`config.mk`:
```
export PLATFORM = sky130hd
export DESIGN_NAME = mct_timer
export DESIGN_NICKNAME = d
export VERILOG_FILES = /design/src/rtl/mct_pkg.sv /design/src/rtl/mct_edge_sync.sv /design/src/rtl/mct_match_unit.sv /design/src/rtl/mct_timer.sv
export SDC_FILE = /design/constraint.sdc
export NUM_CORES = 1
export LEC_CHECK = 0
export BUFFER_PORTS_ARGS = -buffer_cell sky130_fd_sc_hd__buf_2
export CAP_MARGIN = 20
export CORE_ASPECT_RATIO = 1.4
export CORE_MARGIN = 3
export CORE_UTILIZATION = 65
export DETAILED_ROUTE_END_ITERATION = 10
export HOLD_SLACK_MARGIN = 0.06
export PLACE_DENSITY = 0.8
export REMOVE_ABC_BUFFERS = 1
export SETUP_SLACK_MARGIN = 0.05
export SLEW_MARGIN = 10
export SYNTH_ARGS = -nofsm -noshare
export SYNTH_HDL_FRONTEND = slang
export SYNTH_SLANG_ARGS = --single-unit
```
`constraint.sdc`:
```
create_clock -name clk -period 3.9 [get_ports clk]
set_input_delay 0.39 -clock clk [delete_from_list [all_inputs] [get_ports clk]]
set_output_delay 0.39 -clock clk [all_outputs]
set_load 0.02 [all_outputs]
```
`src/rtl/mct_pkg.sv`:
```
package mct_pkg;

    typedef enum logic [1:0] {
        CM_TIMER = 2'b00,
        CM_RISE  = 2'b01,
        CM_FALL  = 2'b10,
        CM_BOTH  = 2'b11
    } cnt_mode_e;

    typedef enum logic [1:0] {
        EA_KEEP   = 2'b00,
        EA_CLEAR  = 2'b01,
        EA_SET    = 2'b10,
        EA_TOGGLE = 2'b11
    } ext_act_e;

    // word indices of the register map
    localparam int unsigned WI_FLAGS  = 0;
    localparam int unsigned WI_CTRL   = 1;
    localparam int unsigned WI_TC     = 2;
    localparam int unsigned WI_PRE    = 3;
    localparam int unsigned WI_PCNT   = 4;
    localparam int unsigned WI_MCTL   = 5;
    localparam int unsigned WI_MATCH0 = 6;
    localparam int unsigned WI_CCTL   = 10;
    localparam int unsigned WI_CAP0   = 11;
    localparam int unsigned WI_EXT    = 15;
    localparam int unsigned WI_CNTCTL = 28;

endpackage

```
`src/rtl/mct_edge_sync.sv`:
```
module mct_edge_sync (
    input  logic clk,
    input  logic rst_n,
    input  logic din,
    output logic rise,
    output logic fall
);

    typedef struct packed {
        logic s1;
        logic s2;
        logic prev;
    } sync_t;

    sync_t d, q;

    always_comb begin
        d      = q;
        d.s1   = din;
        d.s2   = q.s1;
        d.prev = q.s2;
    end

    always_ff @(posedge clk or negedge rst_n) begin
        if (!rst_n) q <= '0;
        else        q <= d;
    end

    assign rise = q.s2 & ~q.prev;
    assign fall = ~q.s2 & q.prev;

    // an edge pulse lasts one cycle: two rising pulses never follow each other
    assert_single_rise_R7: assert property (@(posedge clk) disable iff (!rst_n)
        rise |=> !rise);
    assert_single_fall_R7: assert property (@(posedge clk) disable iff (!rst_n)
        fall |=> !fall);

endmodule

```
`src/rtl/mct_match_unit.sv`:
```
module mct_match_unit #(
    parameter int unsigned CNT_W = 32
) (
    input  logic             count_ev,
    input  logic [CNT_W-1:0] tc,
    input  logic [CNT_W-1:0] cmp,
    input  logic [1:0]       act,
    input  logic             em_cur,
    output logic             hit,
    output logic             em_nx
);
    import mct_pkg::*;

    assign hit = count_ev && (tc == cmp);

    always_comb begin
        unique case (ext_act_e'(act))
            EA_KEEP:   em_nx = em_cur;
            EA_CLEAR:  em_nx = 1'b0;
            EA_SET:    em_nx = 1'b1;
            EA_TOGGLE: em_nx = ~em_cur;
            default:   em_nx = em_cur;
        endcase
    end

endmodule

```
`src/rtl/mct_timer.sv`:
```
module mct_timer #(
    parameter int unsigned CNT_W  = 32,
    parameter int unsigned ADDR_W = 7
) (
    input  logic              clk,
    input  logic              rst_n,
    input  logic [ADDR_W-1:0] bus_addr,
    input  logic              bus_we,
    input  logic [CNT_W-1:0]  bus_wdata,
    output logic [CNT_W-1:0]  bus_rdata,
    input  logic [3:0]        cap_in,
    output logic [3:0]        match_out,
    output logic              irq
);
    import mct_pkg::*;

    localparam int unsigned N_CH  = 4;
    localparam int unsigned IDX_W = ADDR_W - 2;
    localparam int unsigned FLG_W = 2 * N_CH;
    localparam int unsigned CTL_W = 3 * N_CH;
    localparam int unsigned ACT_W = 2 * N_CH;
    localparam logic [CNT_W-1:0] ONE = CNT_W'(1);

    typedef struct packed {
        logic [FLG_W-1:0]            flags;
        logic                        en;
        logic                        hold;
        logic [CNT_W-1:0]            tc;
        logic [CNT_W-1:0]            pre;
        logic [CNT_W-1:0]            pc;
        logic [CTL_W-1:0]            mctl;
        logic [CTL_W-1:0]            cctl;
        logic [N_CH-1:0][CNT_W-1:0]  cmp;
        logic [N_CH-1:0][CNT_W-1:0]  cap;
        logic [N_CH-1:0]             em;
        logic [ACT_W-1:0]            eact;
        logic [1:0]                  mode;
        logic [1:0]                  src;
    } state_t;

    state_t d, q;

    logic [IDX_W-1:0] widx;
    logic             unused_addr_lsb;
    assign widx            = bus_addr[ADDR_W-1:2];
    assign unused_addr_lsb = ^bus_addr[1:0];

    // ---------------------------------------------------------------
    // input synchronisers and edge detectors, one per capture line
    // ---------------------------------------------------------------
    logic [N_CH-1:0] rise, fall;

    for (genvar i = 0; i < N_CH; i++) begin : g_sync
        mct_edge_sync i_sync (
            .clk  (clk),
            .rst_n(rst_n),
            .din  (cap_in[i]),
            .rise (rise[i]),
            .fall (fall[i])
        );
    end

    // ---------------------------------------------------------------
    // count event
    // ---------------------------------------------------------------
    logic run, timer_mode, pre_wrap, src_edge, count_ev;

    always_comb begin
        run        = q.en && !q.hold;
        timer_mode = (q.mode == CM_TIMER);
        pre_wrap   = run && timer_mode && (q.pc == q.pre);
        unique case (cnt_mode_e'(q.mode))
            CM_RISE: src_edge = rise[q.src];
            CM_FALL: src_edge = fall[q.src];
            CM_BOTH: src_edge = rise[q.src] | fall[q.src];
            default: src_edge = 1'b0;
        endcase
        count_ev = timer_mode ? pre_wrap : (run && src_edge);
    end

    // ---------------------------------------------------------------
    // match channels
    // ---------------------------------------------------------------
    logic [N_CH-1:0] hit, em_nx, hit_rst, hit_stop, hit_int;
    logic [N_CH-1:0] cap_ev, cap_int;

    for (genvar i = 0; i < N_CH; i++) begin : g_match
        mct_match_unit #(.CNT_W(CNT_W)) i_match (
            .count_ev(count_ev),
            .tc      (q.tc),
            .cmp     (q.cmp[i]),
            .act     (q.eact[2*i +: 2]),
            .em_cur  (q.em[i]),
            .hit     (hit[i]),
            .em_nx   (em_nx[i])
        );
        assign hit_int[i]  = hit[i] & q.mctl[3*i];
        assign hit_rst[i]  = hit[i] & q.mctl[3*i+1];
        assign hit_stop[i] = hit[i] & q.mctl[3*i+2];
        assign cap_ev[i]   = (rise[i] & q.cctl[3*i]) | (fall[i] & q.cctl[3*i+1]);
        assign cap_int[i]  = cap_ev[i] & q.cctl[3*i+2];
    end

    // ---------------------------------------------------------------
    // next state
    // ---------------------------------------------------------------
    always_comb begin
        d = q;

        // register writes
        if (bus_we) begin
            if (widx == IDX_W'(WI_FLAGS))  d.flags = q.flags & ~bus_wdata[FLG_W-1:0];
            if (widx == IDX_W'(WI_CTRL)) begin
                d.en   = bus_wdata[0];
                d.hold = bus_wdata[1];
            end
            if (widx == IDX_W'(WI_TC))     d.tc   = bus_wdata;
            if (widx == IDX_W'(WI_PRE))    d.pre  = bus_wdata;
            if (widx == IDX_W'(WI_PCNT))   d.pc   = bus_wdata;
            if (widx == IDX_W'(WI_MCTL))   d.mctl = bus_wdata[CTL_W-1:0];
            if (widx == IDX_W'(WI_CCTL))   d.cctl = bus_wdata[CTL_W-1:0];
            if (widx == IDX_W'(WI_EXT)) begin
                d.em   = bus_wdata[N_CH-1:0];
                d.eact = bus_wdata[N_CH +: ACT_W];
            end
            if (widx == IDX_W'(WI_CNTCTL)) begin
                d.mode = bus_wdata[1:0];
                d.src  = bus_wdata[3:2];
            end
            for (int i = 0; i < N_CH; i++) begin
                if (widx == IDX_W'(WI_MATCH0 + i)) d.cmp[i] = bus_wdata;
            end
        end

        // prescaler
        if (run && timer_mode) d.pc = pre_wrap ? '0 : q.pc + ONE;

        // main counter and match actions
        if (count_ev) begin
            if (|hit_rst)       d.tc = '0;
            else if (|hit_stop) d.tc = q.tc;
            else                d.tc = q.tc + ONE;
            if (|hit_stop)      d.en = 1'b0;
        end

        for (int i = 0; i < N_CH; i++) begin
            if (hit[i])    d.em[i]        = em_nx[i];
            if (cap_ev[i]) d.cap[i]       = q.tc;
            d.flags[i]      = d.flags[i]      | hit_int[i];
            d.flags[N_CH+i] = d.flags[N_CH+i] | cap_int[i];
        end

        // hold-in-reset overrides everything on the counters
        if (q.hold) begin
            d.tc = '0;
            d.pc = '0;
        end
    end

    always_ff @(posedge clk or negedge rst_n) begin
        if (!rst_n) q <= '0;
        else        q <= d;
    end

    // ---------------------------------------------------------------
    // read mux
    // ---------------------------------------------------------------
    always_comb begin
        bus_rdata = '0;
        if (widx == IDX_W'(WI_FLAGS))  bus_rdata = CNT_W'(q.flags);
        if (widx == IDX_W'(WI_CTRL))   bus_rdata = CNT_W'({q.hold, q.en});
        if (widx == IDX_W'(WI_TC))     bus_rdata = q.tc;
        if (widx == IDX_W'(WI_PRE))    bus_rdata = q.pre;
        if (widx == IDX_W'(WI_PCNT))   bus_rdata = q.pc;
        if (widx == IDX_W'(WI_MCTL))   bus_rdata = CNT_W'(q.mctl);
        if (widx == IDX_W'(WI_CCTL))   bus_rdata = CNT_W'(q.cctl);
        if (widx == IDX_W'(WI_EXT))    bus_rdata = CNT_W'({q.eact, q.em});
        if (widx == IDX_W'(WI_CNTCTL)) bus_rdata = CNT_W'({q.src, q.mode});
        for (int i = 0; i < N_CH; i++) begin
            if (widx == IDX_W'(WI_MATCH0 + i)) bus_rdata = q.cmp[i];
            if (widx == IDX_W'(WI_CAP0 + i))   bus_rdata = q.cap[i];
        end
    end

    assign match_out = q.em;
    assign irq       = |q.flags;

    // ---------------------------------------------------------------
    // assertions
    // ---------------------------------------------------------------
    logic wr_tc, wr_flags_all;
    assign wr_tc        = bus_we && (widx == IDX_W'(WI_TC));
    assign wr_flags_all = bus_we && (widx == IDX_W'(WI_FLAGS)) && (&bus_wdata[FLG_W-1:0]);

    assert_prescale_gate_R3: assert property (@(posedge clk) disable iff (!rst_n)
        (timer_mode && !q.hold && (q.pc != q.pre) && !wr_tc) |=> (q.tc == $past(q.tc)));

    assert_reset_on_match_R4: assert property (@(posedge clk) disable iff (!rst_n)
        (count_ev && |hit_rst) |=> (q.tc == '0));

    assert_stop_drops_enable_R5: assert property (@(posedge clk) disable iff (!rst_n)
        (count_ev && |hit_stop) |=> !q.en);

    assert_hold_zero_R9: assert property (@(posedge clk) disable iff (!rst_n)
        q.hold |=> (q.tc == '0 && q.pc == '0));

    assert_flag_clear_R8: assert property (@(posedge clk) disable iff (!rst_n)
        (wr_flags_all && !(|hit_int) && !(|cap_int)) |=> !irq);

    for (genvar i = 0; i < N_CH; i++) begin : g_chk
        assert_toggle_flips_R6: assert property (@(posedge clk) disable iff (!rst_n)
            (hit[i] && q.eact[2*i +: 2] == EA_TOGGLE) |=> (match_out[i] != $past(match_out[i])));
        assert_capture_value_R7: assert property (@(posedge clk) disable iff (!rst_n)
            cap_ev[i] |=> (q.cap[i] == $past(q.tc)));
    end

endmodule

```
==> results.sh, run 1 <==
export IMPL_die_outline_area_sq_mm=0.03659
export IMPL_numCtsBuffers=42
export IMPL_ys_ff_latch=414
export IMPL_critical_path_startpoint="q[370]"
export IMPL_fin_crit_ns=3.697
export IMPL_totalNegativeSetupSlack_ns=0
export IMPL_clockRootBuffer="clkbuf_16"
export IMPL_run_status="completed"
export IMPL_max_slew_worst_pin_slew_ns=1.226
export IMPL_grt_remaining_overflow=0
export IMPL_place_worst_setup_slack_ns=0.4063
export IMPL_synth_cell_area_sq_mm=0.02230
export IMPL_hold_viol=0
export IMPL_ys_flop_type="dfrtp_1"
export IMPL_post_layout_total_power_mw=14.53
export IMPL_routed_wirelength_um=79450
export IMPL_finish_net_count=2162
export IMPL_synth_most_common_cell="dfrtp_1"
export IMPL_top_cells_by_area_in_the_synthesized_netlist="dfrtp_1 (46%), mux2_2 (17%), xnor2_1 (4.2%)"
export IMPL_synth_warnings=0
export IMPL_maximum_root_to_sink_buffer_count=3
export IMPL_synth_simple_area_share_pct=12.03
export IMPL_clkLatencyLatePin_ns=0.57
export IMPL_min_period_over_period_pct=94.80
export IMPL_timing_reg2reg_worst_path_depth=9
export IMPL_drt_vias_per_instance=7.330
export IMPL_max_slew_margin_rel_pct=18.29
export IMPL_clkSinkCount=414
export IMPL_layout_setup_ws_ns=0.2028
export IMPL_core_area_sq_mm=0.03351
export IMPL_clock_tree_htree_level_count=2
export IMPL_crit_arrival_ns=4.19
export IMPL_syn_instance_count=2061
export IMPL_syn_to_final_growth_pct=11.95
export IMPL_dp_wirelength_um=56100
export IMPL_clk_pin_slew_worst_paths_ns=0.07
export IMPL_synth_largest_type_area_fraction_pct=46.46
export IMPL_die_w_um=162.5
export IMPL_cts_repair_timing_setup_buffer_count=0
export IMPL_wire_length_of_the_first_global_routing_pass_um=118100
export IMPL_initial_core_util_pct=66.54
export IMPL_cellPowerDensity_mw_per_mm2=582.2
export IMPL_cellLeakagePower_nw=11.10
export IMPL_drt_pass1_iter_count=8
export IMPL_netlist_top_cell_by_area="dfrtp_1"
export IMPL_hp_start="bus_wdata[24]"
export IMPL_ys_types=85
export IMPL_r2r_start="q[370]"
export IMPL_fin_area_sq_mm=0.02496
export IMPL_cts_repair_resize_count=0
export IMPL_final_setup_viol_count=0
export IMPL_unrepaired_setup_endpoints_after_global_routing="no"
export IMPL_min_delay_path_depth=3
export IMPL_core_rowCount=79
export IMPL_synth_edf_count=0
export IMPL_clock_skew_ns=0.03052
export IMPL_netlist_top_cells_count="dfrtp_1 (414), mux2_2 (328), nand2_1 (138)"
export IMPL_grt_pass1_vias=18911
export IMPL_worst_vdd_ir_mv=0.5328
export IMPL_design_portCount=83
export IMPL_io_buffers=80
export IMPL_wl_per_cell_um=30.66
export IMPL_synth_compound_area_share_pct=14.25
export IMPL_cts_hold_buf=5
export IMPL_hold_class="input port to register"
export IMPL_timing_worst_setup_path_type="register to register"
export IMPL_tritoncts="yes"
export IMPL_syn_area_per_cell_sq_um=10.82
export IMPL_worst_path_maximum_fanout=12
export IMPL_drt_drc_violations_left=0
export IMPL_grt_antenna_before_repair=1
export IMPL_detailedRoute_firstIterationViolations=2563
export IMPL_nFillCells=2319
export IMPL_async_sr_flop_fraction_pct=100.0
export IMPL_maxClockFrequency_ghz=0.2705
export IMPL_gp_congestion=1.037
export IMPL_drv_max_cap_violation_count=0
export IMPL_adder_cell_fraction_of_synth_area_pct=0.1122
export IMPL_dieHeight_um=225.2
export IMPL_maxSlewViolCount=0
export IMPL_synth_seq_area_share_pct=46.46
export IMPL_final_antenna_net_count=0
export IMPL_worst_setup_path_start_kind="register"
export IMPL_endpoint_kind="register"
export IMPL_critical_path_required_ns=4.39
export IMPL_placed_area_sq_mm=0.02343
export IMPL_post_route_cells_drive_above_1_share_pct=29.32
export IMPL_grt_max_degree=110
export IMPL_synth_top_family_by_area="multiplexers"
export IMPL_num_vias=18991
export IMPL_synth_xor_area_share_pct=6.403
export IMPL_postLayoutCoreUtil_pct=74.49
export IMPL_grt_total_usage_pct=43.14
export IMPL_synth_mux_area_share_pct=16.95
-- cell type report --
cell class                      instances  area [sq um]  share of cell area, %
Clock inverter                         12         192.7                 0.7719
Tap cell                              445         556.8                  2.231
Multi-Input combinational cell       1447         11130                  44.58
Antenna cell                            1         2.502                0.01003
Inverter                               13         48.80                 0.1955
Clock buffer                           63          1291                  5.173
Sequential cell                       414         10360                  41.50
Timing Repair Buffer                  196          1381                  5.534
-- registers in the layout, summed over array words and instances (netlist names) --
register,cells
g_sync.i_sync.q,4
g_sync.i_sync.d,8
q,398
match_out,4
-- critical path, cell delays in order, from the launching register on --
cell     delay [ns]
dfrtp_1        0.73
xor2_1         0.23
nor4_1         0.53
nand4_1        0.30
or4b_1         0.59
and4_4         0.28
or2_0          0.33
buf_4          0.22
a31oi_1        0.20
o221a_1        0.22
-- cells in the final DEF (no fill, tap or decap), types with 21 or more instances in the layout --
| cell | synthesis | layout |
|---|---|---|
| nand2_1 | 138 | 138 |
| buf_4 | 7 | 104 |
| buf_2 | 38 | 79 |
| nand3_1 | 60 | 60 |
| xor2_1 | 57 | 57 |
| dfrtp_1 | 414 | 414 |
| mux2_2 | 328 | 328 |
| a21oi_1 | 51 | 51 |
| a22oi_1 | 83 | 83 |
| and3_1 | 34 | 34 |
| nor4_1 | 25 | 25 |
| nor2_1 | 90 | 83 |
| a221o_1 | 25 | 25 |
| xnor2_1 | 106 | 106 |
| clkbuf_16 | 0 | 43 |
| o21ai_0 | 72 | 72 |
| nand4_1 | 47 | 47 |
| nor3_1 | 24 | 21 |
-- cells by family (layout without fill, tap and decap cells) --
kind of cell,after synthesis,count (layout)
xor+xnor,163,163
buf+inv,200,284
other cells,0,1
simple gates,516,516
flops,414,414
compound gates,432,432
mux,334,334
fa+ha+maj,2,2
-- metal layers --
layer | track usage (%) | vias to the layer above | routed length, um
met5 | 0 | - | 9
li1 | - | 7768 | -
met3 | 7.777 | 438 | 7652
met2 | 67.69 | 1344 | 36160
met1 | 52.64 | 9439 | 27370
met4 | 33.85 | 2 | 8259
-- power breakdown --
part / total (mW) / leakage, nW / internal [mW] / switching (mW)
sequential: 6.56 / 5.40 / 5.36 / 1.20
combinational: 3.61 / 4.97 / 1.69 / 1.93
clock: 4.36 / 0.737 / 2.62 / 1.74
-- stage by stage --
step | std cells | hold slack, ns
floorplan | 1874 | 0.09441
global placement | 2509 | 0.3340
detailed placement | 2510 | 0.3362
CTS | 2590 | 0.1365
global route | 2590 | 0.1675
finish | 2591 | 0.1561
-- path summary, 6_finish.rpt --
check / end / slack (ns)
setup / recovery: q[387] / 0.20
setup reg to reg: q[387] / 0.20
min in group asynchronous: q[346] / 0.49
max in group asynchronous: q[240] / 2.36
hold reg to reg: g_sync[2].i_sync.d[0] / 0.34
hold / removal: q[320] / 0.16
Note: power is estimated with default switching activity, not from simulation.
==> inputs of run 2 (changes only) <==
--- a/config.mk
+++ b/config.mk
@@ -9,10 +9,10 @@
 export CAP_MARGIN = 20
 export CORE_ASPECT_RATIO = 1.4
 export CORE_MARGIN = 3
-export CORE_UTILIZATION = 65
+export CORE_UTILIZATION = 40
 export DETAILED_ROUTE_END_ITERATION = 10
 export HOLD_SLACK_MARGIN = 0.06
-export PLACE_DENSITY = 0.8
+export PLACE_DENSITY = 0.53
 export REMOVE_ABC_BUFFERS = 1
 export SETUP_SLACK_MARGIN = 0.05
 export SLEW_MARGIN = 10
==> run 2 against run 1 <==
Against the previous run:
- largest cell class unchanged
- worst setup slack better by 0.054 ns
- largest power group unchanged
- non-clock buffer count is 31 higher
- clock skew is 0.0024 ns lower
- sequential share of layout area is 0.93 points lower
- critical path depth is 4 higher
- clock power is 2% higher
- via count is 3.5% lower
- sequential power is 2% lower
- register-to-register slack better by 0.15 ns
- fmax is 1.5% higher
- global-route usage is 13 points lower
- hold slack worse by 0.0056 ns
==> results.sh, run 2 (synthesized netlist as in run 1, its figures left out) <==
export IMPL_run_status="completed"
export IMPL_syn_to_final_growth_pct=14.52
export IMPL_initial_core_util_pct=40.75
export IMPL_clock_skew_ns=0.02808
export IMPL_endpoint_kind="output pin"
export IMPL_wl_per_cell_um=30.71
export IMPL_worst_setup_path_start_kind="input port"
export IMPL_grt_total_usage_pct=30.03
export IMPL_layout_setup_ws_ns=0.2565
export IMPL_place_worst_setup_slack_ns=0.3533
export IMPL_tritoncts="yes"
export IMPL_placed_instance_count=2817
export IMPL_numCtsBuffers=45
export IMPL_dp_wirelength_um=63990
export IMPL_hp_start="bus_wdata[24]"
export IMPL_share_of_total_power_in_combinational_logic_pct=25.9
export IMPL_clk_pin_slew_worst_paths_ns=0.06
export IMPL_grt_pass1_vias=18321
export IMPL_die_w_um=205.5
export IMPL_hold_class="input port to register"
export IMPL_max_slew_worst_pin_slew_ns=1.164
export IMPL_dieHeight_um=285.4
export IMPL_reg2reg_to="q[375]"
export IMPL_seqPwrFrac_pct=43.9
export IMPL_grt_antenna_before_repair=1
export IMPL_totalNegativeSetupSlack_ns=0
export IMPL_finish_net_count=2196
export IMPL_layout_common_cells="dfrtp_1 (413), mux2_2 (328), nand2_1 (137), buf_4 (137), xnor2_1 (106)"
export IMPL_design_portCount=83
export IMPL_crit_arrival_ns=3.25
export IMPL_sw_frac_of_total_pct=33.72
export IMPL_min_period_over_period_pct=93.42
export IMPL_critPathSlowestCell="or3_1"
export IMPL_core_area_sq_mm=0.05472
export IMPL_die_outline_area_sq_mm=0.05865
export IMPL_detailedRoute_firstIterationViolations=1754
export IMPL_timing_reg2reg_worst_path_depth=9
export IMPL_largest_register_ff_count=398
export IMPL_post_layout_total_power_mw=14.69
export IMPL_maxSlewViolCount=0
export IMPL_cellLeakagePower_nw=11.25
export IMPL_rrSetupSlack_ns=0.35
export IMPL_critical_path_required_ns=3.51
export IMPL_final_setup_viol_count=0
export IMPL_drt_pass1_iter_count=6
export IMPL_placed_area_sq_mm=0.02399
export IMPL_fin_worst_hold_slack_ns=0.1505
export IMPL_grt_max_degree=103
export IMPL_worst_vdd_ir_mv=0.2735
export IMPL_clock_tree_htree_level_count=2
export IMPL_final_antenna_net_count=0
export IMPL_max_slew_margin_rel_pct=22.40
export IMPL_worst_path_maximum_fanout=16
export IMPL_clkLatencyLatePin_ns=0.59
export IMPL_hold_viol=0
export IMPL_drt_drc_violations_left=0
export IMPL_drv_max_cap_violation_count=0
export IMPL_min_delay_path_depth=3
export IMPL_maxClockFrequency_ghz=0.2745
export IMPL_routed_wirelength_um=89120
export IMPL_cells_along_the_critical_path="buf_2 > or3_1 > nor3_1 > buf_4 > nand2_1 > a211oi_1 > o22ai_1 > a21oi_1 > a211oi_1 > buf_4 > o41ai_1 > buf_4 > buf_2"
export IMPL_r2r_start="q[319]"
export IMPL_gp_congestion=0.9984
export IMPL_cpMostUsedCell="buf_4"
export IMPL_top_register="q"
export IMPL_clkSinkCount=414
export IMPL_cpPeakStageDelay_ns=0.56
export IMPL_wire_length_of_the_first_global_routing_pass_um=128900
export IMPL_post_route_cells_drive_above_1_share_pct=30.39
export IMPL_cellPowerDensity_mw_per_mm2=575.4
export IMPL_worst_hold_path_endpoint="q[320]"
export IMPL_fin_area_sq_mm=0.02554
export IMPL_clock_power_share_pct=30.2
export IMPL_power_switching_mw=4.955
export IMPL_io_buffers=80
export IMPL_timing_worst_setup_path_type="input port to output pin"
export IMPL_grt_remaining_overflow=0
export IMPL_clockRootBuffer="clkbuf_16"
export IMPL_drt_vias_per_instance=6.315
export IMPL_final_common_cell="dfrtp_1"
export IMPL_num_vias=18325
export IMPL_fin_crit_ns=3.643
export IMPL_unrepaired_setup_endpoints_after_global_routing="no"
export IMPL_final_instance_count_excl_fill=2902
export IMPL_postLayoutCoreUtil_pct=46.67
export IMPL_maximum_root_to_sink_buffer_count=3
export IMPL_p_int_mw=9.738
export IMPL_core_rowCount=101
[run 2: area by class of cell]
type / count / area [sq um]
fill: 5145 / 29180
multi-input combinational: 1447 / 11140
sequential: 414 / 10360
timing repair buffer: 227 / 1589
clock buffer: 64 / 1297
tap: 721 / 902.1
clock inverter: 13 / 193.9
inverter: 13 / 48.80
antenna: 3 / 7.507
[run 2: worst max-delay path by stage]
stage | start | end | slack [ns] | depth (start not counted)
after floorplan | bus_addr[6] | q[240] | -0.20 | 4
after global placement | bus_addr[6] | bus_rdata[5] | 0.35 | 13
after detailed placement | bus_addr[6] | bus_rdata[5] | 0.35 | 13
after CTS | q[365] | bus_rdata[5] | 0.17 | 10
after global routing | bus_addr[6] | bus_rdata[5] | 0.05 | 13
final | bus_addr[6] | bus_rdata[5] | 0.26 | 13
[run 2: layer usage]
metal  part of all wire [%]  wire length (um)  track usage [%]
met2                     48             42480            48.95
met1                     40             35350            38.44
met5                      0                 0                0
met4                    6.9              6136            16.74
met3                    5.8              5145            3.837
[run 2: repair_timing]
action,in CTS,in global routing
buffers inserted,0,0
setup endpoints to repair,0,1
hold buffers,5,0
gates resized for setup,0,1
hold endpoints to repair,41,0
[run 2: worst max-delay path, delay by kind of cell]
kind                   cells  cell delay (ns)
AO/OA/AOI/OAI              5             1.14
buffers and inverters      5             0.88
AND/OR/NAND/NOR            3             0.82
[run 2: power groups by stage]
stage,logic (mW),registers [mW],clock network (mW)
finish,3.80,6.45,4.44
global route,4.03,6.56,4.68
CTS,3.77,6.42,4.51
detailed placement,3.75,6.49,0
global placement,3.70,6.44,0
floorplan,2.16,6.21,0
==> inputs of run 3 (changes only) <==
--- a/config.mk
+++ b/config.mk
@@ -12,7 +12,6 @@
 export CORE_UTILIZATION = 40
 export DETAILED_ROUTE_END_ITERATION = 10
 export HOLD_SLACK_MARGIN = 0.06
-export PLACE_DENSITY = 0.53
 export REMOVE_ABC_BUFFERS = 1
 export SETUP_SLACK_MARGIN = 0.05
 export SLEW_MARGIN = 10
==> run 3 against run 2 <==
Against the previous run:
- register-to-register slack improved by 0.06 ns
- wire length decreased by 1.2%
- die area is the same
- sequential power about the same
- clock power shrank 5.0%
- combinational power increased by 1%
- critical endpoint unchanged
==> results.sh, run 3 (synthesized netlist as in run 1, its figures left out) <==
export IMPL_run_status="completed"
export IMPL_worst_vdd_ir_mv=0.2991
export IMPL_wl_per_cell_um=30.30
export IMPL_top_register="q"
export IMPL_die_outline_area_sq_mm=0.05865
export IMPL_nFillCells=5109
export IMPL_grt_pass1_vias=18338
export IMPL_critical_path_required_ns=3.51
export IMPL_die_w_um=205.5
export IMPL_dp_wirelength_um=63820
export IMPL_maxSlewViolCount=0
export IMPL_finish_net_count=2201
export IMPL_routed_wirelength_um=88020
export IMPL_gp_congestion=0.9563
export IMPL_grt_remaining_overflow=0
export IMPL_cts_repair_timing_setup_buffer_count=0
export IMPL_cell_class_contributing_the_biggest_share_of_worst_path_delay="compound AO/OA/AOI/OAI gates"
export IMPL_fin_crit_ns=3.692
export IMPL_drv_max_cap_violation_count=0
export IMPL_clk_pin_slew_worst_paths_ns=0.06
export IMPL_final_instance_count_excl_fill=2905
export IMPL_syn_to_final_growth_pct=14.67
export IMPL_unrepaired_setup_endpoints_after_global_routing="no"
export IMPL_largest_register_ff_count=398
export IMPL_wire_length_of_the_first_global_routing_pass_um=127500
export IMPL_clock_skew_ns=0.01385
export IMPL_sw_frac_of_total_pct=34.17
export IMPL_min_period_over_period_pct=94.66
export IMPL_design_portCount=83
export IMPL_cells_along_the_critical_path="buf_4 > o211ai_1 > a211oi_1 > o22ai_1 > a21oi_1 > a211oi_1 > o41ai_1 > buf_4 > buf_2"
export IMPL_final_setup_viol_count=0
export IMPL_initial_core_util_pct=40.75
export IMPL_endpoint_kind="output pin"
export IMPL_clockRootBuffer="clkbuf_16"
export IMPL_drt_vias_per_instance=6.361
export IMPL_cellLeakagePower_nw=11.26
export IMPL_hold_viol=0
export IMPL_core_rowCount=101
export IMPL_grt_total_usage_pct=29.56
export IMPL_tritoncts="yes"
export IMPL_drt_pass1_iter_count=6
export IMPL_worst_setup_path_start_kind="register"
export IMPL_power_switching_mw=4.958
export IMPL_clkLatencyLatePin_ns=0.58
export IMPL_num_vias=18478
export IMPL_maximum_root_to_sink_buffer_count=3
export IMPL_grt_max_degree=90
export IMPL_cts_hold_buf=5
export IMPL_p_int_mw=9.552
export IMPL_number_of_buffers_and_inverters_on_the_critical_path=3
export IMPL_seqPwrFrac_pct=44.3
export IMPL_hold_class="input port to register"
export IMPL_post_route_cells_drive_above_1_share_pct=30.60
export IMPL_clkSinkCount=414
export IMPL_maxClockFrequency_ghz=0.2709
export IMPL_final_antenna_net_count=0
export IMPL_cts_repair_resize_count=0
export IMPL_numCtsBuffers=44
export IMPL_cpPeakStageDelay_ns=0.79
export IMPL_clock_power_share_pct=29.1
export IMPL_crit_arrival_ns=3.30
export IMPL_max_slew_margin_rel_pct=18.54
export IMPL_layout_common_cells="dfrtp_1 (414), mux2_2 (328), nand2_1 (137), buf_4 (137), xnor2_1 (106)"
export IMPL_final_common_cell="dfrtp_1"
export IMPL_cellPowerDensity_mw_per_mm2=567.5
export IMPL_timing_worst_setup_path_type="register to output pin"
export IMPL_core_area_sq_mm=0.05472
export IMPL_placed_instance_count=2823
export IMPL_worst_path_maximum_fanout=8
export IMPL_dieHeight_um=285.4
export IMPL_max_slew_worst_pin_slew_ns=1.222
export IMPL_clock_tree_htree_level_count=2
export IMPL_detailedRoute_firstIterationViolations=1860
export IMPL_drt_drc_violations_left=0
export IMPL_totalNegativeSetupSlack_ns=0
export IMPL_share_of_total_power_in_combinational_logic_pct=26.6
export IMPL_io_buffers=80
export IMPL_critPathSlowestCell="a211oi_1"
export IMPL_grt_antenna_before_repair=1
## run 3: cell types whose count changed in the layout (fill, tap and decap cells not counted)
cell,previous run,this run
clkinv_4,1,0
diode_2,3,1
clkinvlp_4,0,4
clkinv_2,7,11
clkbuf_8,10,6
clkbuf_1,9,7
bufinv_16,5,3
dfrtp_2,1,0
dfrtp_1,413,414
buf_12,5,11
## run 3: worst paths after layout
check	startpoint	cells after the start	slack, ns	to
max in group asynchronous	rst_n	3	2.44	q[199]
worst max-delay path	q[365]	9	0.21	bus_rdata[5]
worst max register to register	g_sync[3].i_sync.d[0]	9	0.41	q[389]
min in group asynchronous	rst_n	2	0.44	q[92]
worst min-delay path	bus_wdata[24]	3	0.15	q[320]
worst min register to register	g_sync[3].i_sync.d[1]	0	0.35	g_sync[3].i_sync.d[0]
## run 3: through the flow
step	utilization [%]	hold WS, ns	setup WS [ns]	instance area [sq um]	total power, mW
after floorplan	-	0.09441	-0.2012	21500	8.377
after global placement	43.98	0.3378	0.3064	24070	10.13
after detailed placement	44.05	0.3347	0.2977	24110	10.26
after CTS	46.72	0.1398	0.2030	25570	14.50
after global routing	46.72	0.1577	0.09586	25570	15.04
final	46.73	0.1519	0.2084	25570	14.51
## run 3: final cells by class
cell class	count	area, sq um	area share (%)
Clock buffer	58	1235	4.830
Inverter	13	48.80	0.1908
Tap cell	721	902.1	3.528
Sequential cell	414	10360	40.52
Timing Repair Buffer	233	1709	6.685
Multi-Input combinational cell	1447	11140	43.55
Clock inverter	18	175.2	0.6851
Antenna cell	1	2.502	0.009787
## run 3: power groups by stage
stage | clock network (mW) | registers, mW | logic (mW)
finish | 4.22 | 6.44 | 3.85
global route | 4.43 | 6.54 | 4.07
CTS | 4.28 | 6.41 | 3.81
detailed placement | 0 | 6.48 | 3.78
global placement | 0 | 6.41 | 3.72
floorplan | 0 | 6.21 | 2.16
## run 3: layer usage
layer	up-vias	GRT usage (%)	wire, um	part of all wire [%]
met5	-	0	0	0
met4	0	17.35	6245	7.1
met3	240	3.928	5313	6.0
met2	820	48.47	42400	48
met1	9591	37.16	34060	39
li1	7827	-	-	-
## run 3: worst register-to-register path: stages, from the launching register on
cell and delay (ns):
dfrtp_1 0.40, nor2b_1 0.16, mux4_2 0.46, a32o_1 0.36, a311oi_2 0.69, and2_1 0.56
buf_4 0.28, nand2_1 0.07, a221oi_1 0.27, a2bb2oi_1 0.18
